===== src/rtl/adc_rdctl_pkg.sv =====
package adc_rdctl_pkg;

   typedef enum logic [2:0] {
      ST_PACE,
      ST_START,
      ST_BLANK,
      ST_WAIT,
      ST_READ,
      ST_RELQ
   } rdctl_st_e;

   // whole clock cycles covering a time in ns, rounded up
   function automatic int ns_to_cyc(input int t_ns, input int clk_ps);
      return (t_ns * 1000 + clk_ps - 1) / clk_ps;
   endfunction

   function automatic int imax(input int a, input int b);
      return (a > b) ? a : b;
   endfunction

endpackage


===== src/rtl/adc_rdctl_sync.sv =====
module adc_rdctl_sync #(
   parameter int STAGES = 2
) (
   input  logic clk,
   input  logic rst_n,
   input  logic d,
   output logic q
);

   generate
      if (STAGES == 0) begin : g_direct
         assign q = d;
      end else begin : g_chain
         logic [STAGES-1:0] sh;
         always_ff @(posedge clk or negedge rst_n) begin
            if (!rst_n) sh <= '0;
            else        sh <= {sh[STAGES-2 >= 0 ? STAGES-2 : 0 : 0], d} & {STAGES{1'b1}};
         end
         assign q = sh[STAGES-1];
      end
   endgenerate

endmodule


===== src/rtl/adc_rdctl_tmr.sv =====
module adc_rdctl_tmr #(
   parameter int W = 8
) (
   input  logic         clk,
   input  logic         rst_n,
   input  logic         load,
   input  logic [W-1:0] load_val,
   output logic         zero
);

   logic [W-1:0] cnt;

   always_ff @(posedge clk or negedge rst_n) begin
      if (!rst_n)           cnt <= '0;
      else if (load)        cnt <= load_val;
      else if (cnt != '0)   cnt <= cnt - 1'b1;
   end

   assign zero = (cnt == '0);

endmodule


===== src/rtl/adc_rdctl_pace.sv =====
module adc_rdctl_pace #(
   parameter int PER_W   = 16,
   parameter int MIN_PER = 625
) (
   input  logic             clk,
   input  logic             rst_n,
   input  logic             restart,
   input  logic [PER_W-1:0] period_i,
   output logic             due
);

   localparam logic [PER_W-1:0] MIN_V = PER_W'(MIN_PER);

   logic [PER_W-1:0] pcnt;
   logic [PER_W-1:0] eff;

   // count from the last start, saturating so a long idle leaves it due
   always_ff @(posedge clk or negedge rst_n) begin
      if (!rst_n)             pcnt <= '1;
      else if (restart)       pcnt <= PER_W'(1);
      else if (pcnt != '1)    pcnt <= pcnt + 1'b1;
   end

   assign eff = (period_i < MIN_V) ? MIN_V : period_i;
   assign due = (pcnt >= eff);

endmodule


===== src/rtl/adc_rdctl_cap.sv =====
module adc_rdctl_cap #(
   parameter int DATA_W = 14,
   parameter int OUT_W  = 16
) (
   input  logic              clk,
   input  logic              rst_n,
   input  logic              cap,
   input  logic [DATA_W-1:0] bus_d,
   output logic              valid,
   output logic [OUT_W-1:0]  word
);

   logic [OUT_W-1:0] ext;

   generate
      if (OUT_W == DATA_W) begin : g_same
         assign ext = bus_d;
      end else begin : g_sext
         assign ext = {{(OUT_W-DATA_W){bus_d[DATA_W-1]}}, bus_d};
      end
   endgenerate

   always_ff @(posedge clk or negedge rst_n) begin
      if (!rst_n) begin
         valid <= 1'b0;
         word  <= '0;
      end else begin
         valid <= cap;
         if (cap) word <= ext;
      end
   end

endmodule


===== src/rtl/adc_rdctl.sv =====
module adc_rdctl
   import adc_rdctl_pkg::*;
#(
   parameter int CLK_PERIOD_PS = 4000,
   parameter int DATA_W        = 14,
   parameter int OUT_W         = 16,
   parameter int PER_W         = 16,
   parameter int SYNC_STAGES   = 2,
   parameter bit LOW_VOLT_BUS  = 1'b0,
   parameter int T_START_NS    = 35,
   parameter int T_BUSY_NS     = 70,
   parameter int T_RDPW_NS     = 35,
   parameter int T_ACC_NS      = 35,
   parameter int T_ACC_LV_NS   = 40,
   parameter int T_RELQ_NS     = 30,
   parameter int T_SAMPLE_NS   = 2500,
   parameter int T_TIMEOUT_NS  = 4400
) (
   input  logic              clk,
   input  logic              rst_n,
   input  logic              run_i,
   input  logic [PER_W-1:0]  period_i,
   input  logic              busy_i,
   input  logic [DATA_W-1:0] bus_d_i,
   output logic              convst_o,
   output logic              cs_n_o,
   output logic              rd_n_o,
   output logic              smp_valid_o,
   output logic [OUT_W-1:0]  smp_data_o,
   output logic              timeout_o
);

   localparam int START_CYC = imax(1, ns_to_cyc(T_START_NS, CLK_PERIOD_PS));
   localparam int BUSY_CYC  = ns_to_cyc(T_BUSY_NS, CLK_PERIOD_PS);
   localparam int RDPW_CYC  = ns_to_cyc(T_RDPW_NS, CLK_PERIOD_PS);
   localparam int ACC_CYC   = LOW_VOLT_BUS ? ns_to_cyc(T_ACC_LV_NS, CLK_PERIOD_PS)
                                           : ns_to_cyc(T_ACC_NS, CLK_PERIOD_PS);
   localparam int RD_CYC    = imax(1, imax(RDPW_CYC, ACC_CYC));
   localparam int RELQ_CYC  = imax(1, ns_to_cyc(T_RELQ_NS, CLK_PERIOD_PS));
   localparam int BLANK_CYC = imax(1, BUSY_CYC + SYNC_STAGES - START_CYC);
   localparam int MIN_PER   = ns_to_cyc(T_SAMPLE_NS, CLK_PERIOD_PS);
   localparam int TO_CYC    = imax(1, ns_to_cyc(T_TIMEOUT_NS, CLK_PERIOD_PS));
   localparam int TMR_MAX   = imax(imax(START_CYC, BLANK_CYC), imax(imax(TO_CYC, RD_CYC), RELQ_CYC));
   localparam int TMR_W     = $clog2(TMR_MAX + 1);

   generate
      if (OUT_W < DATA_W) begin : g_bad_out_w
         $error("adc_rdctl: OUT_W must not be narrower than DATA_W");
      end
      if (DATA_W < 2) begin : g_bad_data_w
         $error("adc_rdctl: DATA_W must be at least 2");
      end
      if (SYNC_STAGES < 0 || SYNC_STAGES > 4) begin : g_bad_sync
         $error("adc_rdctl: SYNC_STAGES must lie in 0..4");
      end
      if (MIN_PER >= (1 << PER_W) - 1) begin : g_bad_per_w
         $error("adc_rdctl: PER_W too narrow for the minimum sample interval");
      end
      if (CLK_PERIOD_PS <= 0) begin : g_bad_clk
         $error("adc_rdctl: CLK_PERIOD_PS must be positive");
      end
   endgenerate

   logic             busy_s;
   rdctl_st_e        st_q, st_d;
   logic             tmr_ld;
   logic [TMR_W-1:0] tmr_val;
   logic             tmr_zero;
   logic             pace_due;
   logic             cap_go;
   logic             to_hit;
   logic             timeout_q;

   adc_rdctl_sync #(.STAGES(SYNC_STAGES)) u_sync (
      .clk   (clk),
      .rst_n (rst_n),
      .d     (busy_i),
      .q     (busy_s)
   );

   adc_rdctl_tmr #(.W(TMR_W)) u_tmr (
      .clk      (clk),
      .rst_n    (rst_n),
      .load     (tmr_ld),
      .load_val (tmr_val),
      .zero     (tmr_zero)
   );

   adc_rdctl_pace #(.PER_W(PER_W), .MIN_PER(MIN_PER)) u_pace (
      .clk      (clk),
      .rst_n    (rst_n),
      .restart  (st_q == ST_PACE && st_d == ST_START),
      .period_i (period_i),
      .due      (pace_due)
   );

   adc_rdctl_cap #(.DATA_W(DATA_W), .OUT_W(OUT_W)) u_cap (
      .clk   (clk),
      .rst_n (rst_n),
      .cap   (cap_go),
      .bus_d (bus_d_i),
      .valid (smp_valid_o),
      .word  (smp_data_o)
   );

   // each timed state loads N-1 on entry and leaves when the timer is zero
   always_comb begin
      st_d    = st_q;
      tmr_ld  = 1'b0;
      tmr_val = '0;
      cap_go  = 1'b0;
      to_hit  = 1'b0;
      unique case (st_q)
         ST_PACE: begin
            if (run_i && pace_due) begin
               st_d    = ST_START;
               tmr_ld  = 1'b1;
               tmr_val = TMR_W'(START_CYC - 1);
            end
         end
         ST_START: begin
            if (tmr_zero) begin
               st_d    = ST_BLANK;
               tmr_ld  = 1'b1;
               tmr_val = TMR_W'(BLANK_CYC - 1);
            end
         end
         ST_BLANK: begin
            if (tmr_zero) begin
               st_d    = ST_WAIT;
               tmr_ld  = 1'b1;
               tmr_val = TMR_W'(TO_CYC - 1);
            end
         end
         ST_WAIT: begin
            if (!busy_s) begin
               st_d    = ST_READ;
               tmr_ld  = 1'b1;
               tmr_val = TMR_W'(RD_CYC - 1);
            end else if (tmr_zero) begin
               st_d    = ST_PACE;
               to_hit  = 1'b1;
            end
         end
         ST_READ: begin
            if (tmr_zero) begin
               st_d    = ST_RELQ;
               cap_go  = 1'b1;
               tmr_ld  = 1'b1;
               tmr_val = TMR_W'(RELQ_CYC - 1);
            end
         end
         ST_RELQ: begin
            if (tmr_zero) st_d = ST_PACE;
         end
         default: st_d = ST_PACE;
      endcase
   end

   always_ff @(posedge clk or negedge rst_n) begin
      if (!rst_n) begin
         st_q      <= ST_PACE;
         timeout_q <= 1'b0;
      end else begin
         st_q      <= st_d;
         timeout_q <= to_hit;
      end
   end

   assign convst_o  = (st_q == ST_START);
   assign rd_n_o    = (st_q != ST_READ);
   assign cs_n_o    = (st_q != ST_READ);
   assign timeout_o = timeout_q;

endmodule


===== config.mk =====
export PLATFORM = sky130hd
export DESIGN_NAME = adc_rdctl
export DESIGN_NICKNAME = d
export VERILOG_FILES = /design/src/rtl/adc_rdctl_pkg.sv /design/src/rtl/adc_rdctl_sync.sv /design/src/rtl/adc_rdctl_tmr.sv /design/src/rtl/adc_rdctl_pace.sv /design/src/rtl/adc_rdctl_cap.sv /design/src/rtl/adc_rdctl.sv
export SDC_FILE = /design/constraint.sdc
export NUM_CORES = 1
export LEC_CHECK = 0
export BUFFER_PORTS_ARGS = -buffer_cell sky130_fd_sc_hd__buf_2
export CAP_MARGIN = 40
export CORE_MARGIN = 5
export CORE_UTILIZATION = 52
export CTS_CLUSTER_DIAMETER = 40
export DETAILED_ROUTE_END_ITERATION = 16
export GPL_ROUTABILITY_DRIVEN = 0
export HOLD_SLACK_MARGIN = 0.08
export PLACE_DENSITY_LB_ADDON = 0.2
export SKIP_CTS_REPAIR_TIMING = 1
export SYNTH_ARGS = -nofsm -noshare
export SYNTH_HDL_FRONTEND = slang
export SYNTH_SLANG_ARGS = --single-unit
export TNS_END_PERCENT = 20

===== constraint.sdc =====
create_clock -name clk -period 3.85 [get_ports clk]
set_clock_uncertainty 0.1 [all_clocks]
set_input_delay 0.5775 -clock clk [delete_from_list [all_inputs] [get_ports clk]]
set_output_delay 0.5775 -clock clk [all_outputs]
set_load 0.03 [all_outputs]

==> results of run 1 <==
==> power breakdown <==
part | switching [uW] | leakage, uW | total, uW | internal, uW
sequential | 201 | 0.000513 | 901 | 700
clock | 163 | 0.0000445 | 309 | 146
combinational | 352 | 0.000904 | 654 | 302
==> worst max-delay path: stages <==
cell	delay [ps]
buf_2	110
nor4_1	340
nand2_1	130
a21o_1	230
nand2b_1	90
ha_1	220
nand2b_1	140
a2111o_1	430
a32oi_2	210
a21boi_2	80
buf_4	230
a2111oi_0	310
==> cells in the final DEF (no fill, tap or decap), types with 6 or more instances in the layout <==
cell type,n
a21oi_1,16
buf_2,54
clkbuf_8,6
dfrtp_1,32
dfstp_2,16
ha_1,18
inv_1,15
nand2_1,62
nand2b_1,6
nand3_1,10
nor2_1,28
nor3_1,10
nor4_1,9
o21ai_0,8
xnor2_1,8
xor2_1,8
==> how the worst min path moves through the flow <==
stage	startpoint	cells past startpoint	slack, ps	to
after floorplan	rst_n	0	180	st_q[0]$_DFF_PN0_
after global placement	u_sync.g_chain.sh[0]$_DFF_PN0_	0	230	u_sync.g_chain.sh[1]$_DFF_PN0_
after detailed placement	u_sync.g_chain.sh[0]$_DFF_PN0_	0	240	u_sync.g_chain.sh[1]$_DFF_PN0_
after CTS	rst_n	1	50	timeout_o$_DFF_PN0_
after global routing	u_sync.g_chain.sh[0]$_DFF_PN0_	0	270	u_sync.g_chain.sh[1]$_DFF_PN0_
final	u_sync.g_chain.sh[0]$_DFF_PN0_	0	250	u_sync.g_chain.sh[1]$_DFF_PN0_
==> sequential cells by signal, indices dropped and copies added, names as in the netlist <==
register / cells
u_tmr.cnt: 11
st_q: 3
u_sync.g_chain.sh: 2
u_cap.valid: 1
u_pace.pcnt: 16
timeout_o: 1
u_cap.word: 14
==> per-stage QoR <==
step | std cells | hold WS, ps | utilization [%] | area, um^2
after floorplan | 322 | 182 | - | 2910
after global placement | 436 | 233 | 58.3 | 3190
after detailed placement | 438 | 236 | 58.8 | 3220
after CTS | 446 | 52.7 | 60.5 | 3310
after global routing | 447 | 265 | 60.7 | 3320
final | 447 | 253 | 60.7 | 3320
==> per-layer routing <==
layer / wire (um) / part of all wire [%]
met1: 2940 / 49
met3: 459 / 7.6
met2: 2550 / 42
met4: 70 / 1.2
met5: 0 / 0
==> cell type report <==
type | instances | area (um^2) | area share, %
sequential | 48 | 1220 | 36.8
inverter | 15 | 56.3 | 1.70
timing repair buffer | 60 | 330 | 9.95
clock inverter | 1 | 7.51 | 0.226
clock buffer | 7 | 86.3 | 2.60
multi-input combinational | 244 | 1530 | 46.0
tap | 72 | 90.1 | 2.71
==> cell families (layout without fill, tap and decap cells) <==
| logic type | count (synthesis) | after routing | share of synthesized area (%) |
|---|---|---|---|
| AND/OR/NAND/NOR | 159 | 159 | 27.8 |
| buffers and inverters | 30 | 83 | 5.50 |
| XOR/XNOR | 16 | 16 | 4.82 |
| multiplexers | 1 | 1 | 0.344 |
| AO/OA/AOI/OAI | 50 | 50 | 11.8 |
| flip-flops | 48 | 48 | 42.0 |
| adder cells (fa/ha/maj) | 18 | 18 | 7.74 |
==> impl_metrics.json, run 1 <==
{
  "outcome": "completed",
  "cp_max_fo": 27,
  "cts.clk_slew.worst_paths_ps": 90,
  "fp.dieW_um": 84.8,
  "drive_gt1_share_pct": 24.8,
  "post-synth-top-count-cell": "nand2_1",
  "diodes": 0,
  "synth_area_leader_cell": "dfrtp_1",
  "grt_pass1_vias": 2358,
  "finalWirelength_um": 6020,
  "worst_setup_path_endpoint": "u_tmr.cnt[0]$_DFFE_PN0P_",
  "yosysTopAreaCellShare_pct": 27.5,
  "finalMaxSlewViolations": 0,
  "grt_max_degree": 37,
  "avgSynthCellArea_um2": 9.04,
  "detail-route-antenna-nets": 0,
  "ys_types": 55,
  "r2r_cells": 8,
  "fp.dieArea_um2": 7190,
  "finalNetCount": 426,
  "fillers": 504,
  "setup_viol": 0,
  "drc": 0,
  "slew_headroom_pct": 54.4,
  "vias_per_cell": 5.36,
  "seq_area_frac_synth_pct": 42.0,
  "die_h_um": 84.8,
  "detailedRoute.firstIterationViolations": 100,
  "required_ps": 3920,
  "r2r_setup_slack_ps": 1300,
  "cts_made_buffers": 5,
  "power.density_nw_per_um2": 561,
  "ys_ff_latch": 48,
  "clock.fmax_ghz": 0.331,
  "ys.warnings.count": 0,
  "cts_htree_levels": 2,
  "cp-end-kind": "flip-flop",
  "cap_viol_max_count": 0,
  "cts_tree": "done",
  "grt_use_met1_pct": 26.5,
  "hold_viol_final": 0,
  "synthCells": 322,
  "fin_crit_ps": 3020,
  "fin_ws_ps": 829,
  "pre_cts_ws_ps": 473,
  "peakVddDrop_uv": 255,
  "met3_usage_pct": 5.24,
  "startpoint": "period_i[13]",
  "finalCritPeriodShare_pct": 78.5,
  "yosys-top-cells-area": "dfrtp_1 28%, dfstp_2 14%, nand2_1 8.0%, ha_1 7.7%, nor2_1 3.6%",
  "crit_type": "primary input to flip-flop",
  "port_buffers": 54,
  "worst_slew_pin_slew_ps": 674,
  "fp.coreArea_um2": 5470,
  "antenna_found_initial": 0,
  "grt_first_pass_wirelength_um": 10800,
  "synth_edf_count": 0,
  "root_buffer": "clkbuf_8",
  "io_pins": 55,
  "wl_per_cell_um": 13.5,
  "synthArstFlopShare_pct": 100,
  "startpoint_type": "primary input",
  "area_delta_synth_final_pct": 14.1,
  "yosys-top-cells-count": "62 x nand2_1, 32 x dfrtp_1, 28 x nor2_1, 18 x ha_1",
  "busiest_layer": "met1",
  "grt_overflow": 0,
  "rsz0062_at_grt": "no",
  "synth_nets": 374,
  "synth_ff_type": "dfrtp_1",
  "r2r_start": "u_pace.pcnt[0]$_DFFE_PN1P_",
  "insertion_delay_ps": 300,
  "synthesis.area_um2": 2910,
  "rr_endpoint": "u_tmr.cnt[0]$_DFFE_PN0P_",
  "p_leak_uw": 0.00146,
  "initial_utilization_pct": 53.2,
  "clock_path_buffers": 2,
  "fp-row-count": 27,
  "first_pass_iters": 4,
  "grt_use_met2_pct": 26.3,
  "setup_tns_ps": 0,
  "vias": 2396,
  "crit_arrival_ps": 3100,
  "cts_num_sinks": 48,
  "dp_hpwl_um": 4590,
  "finalPower_uw": 1860,
  "hp-class": "flip-flop to flip-flop",
  "grt_usage_pct": 18.2
}
Note: power is estimated with default switching activity, not from simulation.
==> inputs of run 2 (changes only) <==
clock period = 2.9 ns   (was 3.85 ns; I/O delays follow)
==> impl_metrics.json, run 2 (synthesis results as in run 1) <==
{
  "fin_crit_ps": 2770,
  "initial_utilization_pct": 53.2,
  "grt_pass1_vias": 2445,
  "detail-route-antenna-nets": 0,
  "p_leak_uw": 0.00153,
  "clockPowerShare_pct": 16.1,
  "antenna_found_initial": 0,
  "pre_cts_ws_ps": -328,
  "finalWirelength_um": 6400,
  "cap_viol_max_count": 0,
  "finalHoldWorstSlack_ps": 140,
  "vias": 2505,
  "first_pass_iters": 4,
  "io_pins": 55,
  "area_delta_synth_final_pct": 19.9,
  "grt_first_pass_wirelength_um": 11000,
  "fin_ws_ps": 127,
  "finalMaxSlewViolations": 0,
  "hp-class": "primary input to flip-flop",
  "root_buffer": "clkbuf_8",
  "largest_reg_flops": 16,
  "worst_slew_pin_slew_ps": 669,
  "grt_max_degree": 34,
  "power_switching_uw": 986,
  "cts.clk_slew.worst_paths_ps": 80,
  "setup_viol": 0,
  "finalCritPeriodShare_pct": 95.6,
  "startpoint_type": "primary input",
  "clock.fmax_ghz": 0.361,
  "rsz0062_at_grt": "no",
  "finalNetCount": 440,
  "post-route-util_pct": 63.7,
  "crit_type": "primary input to flip-flop",
  "peakVddDrop_uv": 347,
  "fp.dieArea_um2": 7190,
  "cts_made_buffers": 5,
  "detailedRoute.firstIterationViolations": 125,
  "fp.coreArea_um2": 5470,
  "hold_viol_final": 0,
  "outcome": "completed",
  "switching_share_pct": 38.9,
  "grt_usage_pct": 18.1,
  "mostFrequentLayoutCells": "62 x nand2_1, 54 x buf_2, 32 x dfrtp_1",
  "crit_arrival_ps": 2880,
  "largest_registers": "u_pace.pcnt: 16 flops, u_cap.word: 14 flops, u_tmr.cnt: 11 flops",
  "seqPwrFrac_pct": 47.3,
  "port_buffers": 54,
  "p_comb_share_pct": 36.6,
  "wl_per_cell_um": 13.9,
  "drc": 0,
  "cts_htree_levels": 2,
  "fp.dieW_um": 84.8,
  "dp_hpwl_um": 4910,
  "top_register": "u_pace.pcnt",
  "cts_tree": "done",
  "vias_per_cell": 5.43,
  "clock_path_buffers": 2,
  "insertion_delay_ps": 300,
  "cp-end-kind": "flip-flop",
  "cts_num_sinks": 48,
  "diodes": 0,
  "drive_gt1_share_pct": 28.8,
  "required_ps": 3010,
  "fp-row-count": 27,
  "die_h_um": 84.8,
  "internal_power_uw": 1550,
  "cp_max_fo": 8,
  "grt_overflow": 0,
  "fillers": 485,
  "final_common_cell": "nand2_1",
  "power.density_nw_per_um2": 727,
  "slew_headroom_pct": 54.8
}
-- run 2: power groups by stage --
stage	registers [uW]	clock network, uW	logic, uW
finish	1200	409	927
global placement	1200	0	852
detailed placement	1210	0	887
floorplan	1120	0	706
CTS	1200	423	896
global route	1240	452	1060
-- run 2: critical path: stages --
cell      delay (ps)
buf_2            110
nor4_2           250
o21ai_1          130
a21o_1           240
nand2b_1          90
ha_1             220
nand2b_1         140
a2111o_1         400
a32oi_4          330
a21boi_4         140
buf_4            190
a311oi_1         210
-- run 2: path summary, 6_finish.rpt --
path | start | endpoint | slack (ps) | cells past startpoint
max | period_i[2] | u_pace.pcnt[12]$_DFFE_PN1P_ | 130 | 12
min | busy_i | u_sync.g_chain.sh[0]$_DFF_PN0_ | 140 | 1
max reg2reg | u_pace.pcnt[0]$_DFFE_PN1P_ | u_pace.pcnt[12]$_DFFE_PN1P_ | 370 | 8
min reg2reg | u_sync.g_chain.sh[0]$_DFF_PN0_ | u_sync.g_chain.sh[1]$_DFF_PN0_ | 250 | 0
max in group asynchronous | rst_n | u_pace.pcnt[6]$_DFFE_PN1P_ | 1570 | 4
min in group asynchronous | rst_n | u_cap.word[9]$_DFFE_PN0P_ | 440 | 2
-- run 2: stage by stage --
stage	setup TNS, ps	area (um^2)	std cells	power (uW)
floorplan	0	2910	322	1830
global placement	-5930	3290	450	2050
detailed placement	-6950	3310	451	2100
CTS	-26.9	3410	459	2520
global route	0	3490	461	2750
finish	0	3490	461	2540
-- run 2: per-layer routing --
metal / up-vias / track usage [%] / part of all wire [%]
li1: 1264 / - / -
met1: 1176 / 25.5 / 48
met2: 60 / 28.5 / 45
met3: 5 / 4.08 / 5.6
met4: 0 / 4.60 / 0.97
met5: - / 0 / 0
-- run 2: area by class of cell --
class                   instances  area, um^2  share of cell area [%]
clock buffers                   7        86.3                    2.47
clock inverters                 1        7.51                   0.215
inverters                      15        56.3                    1.61
multi-input cells             245        1600                    45.8
flip-flops and latches         48        1220                    35.0
well taps                      72        90.1                    2.58
repair buffers                 73         428                    12.3
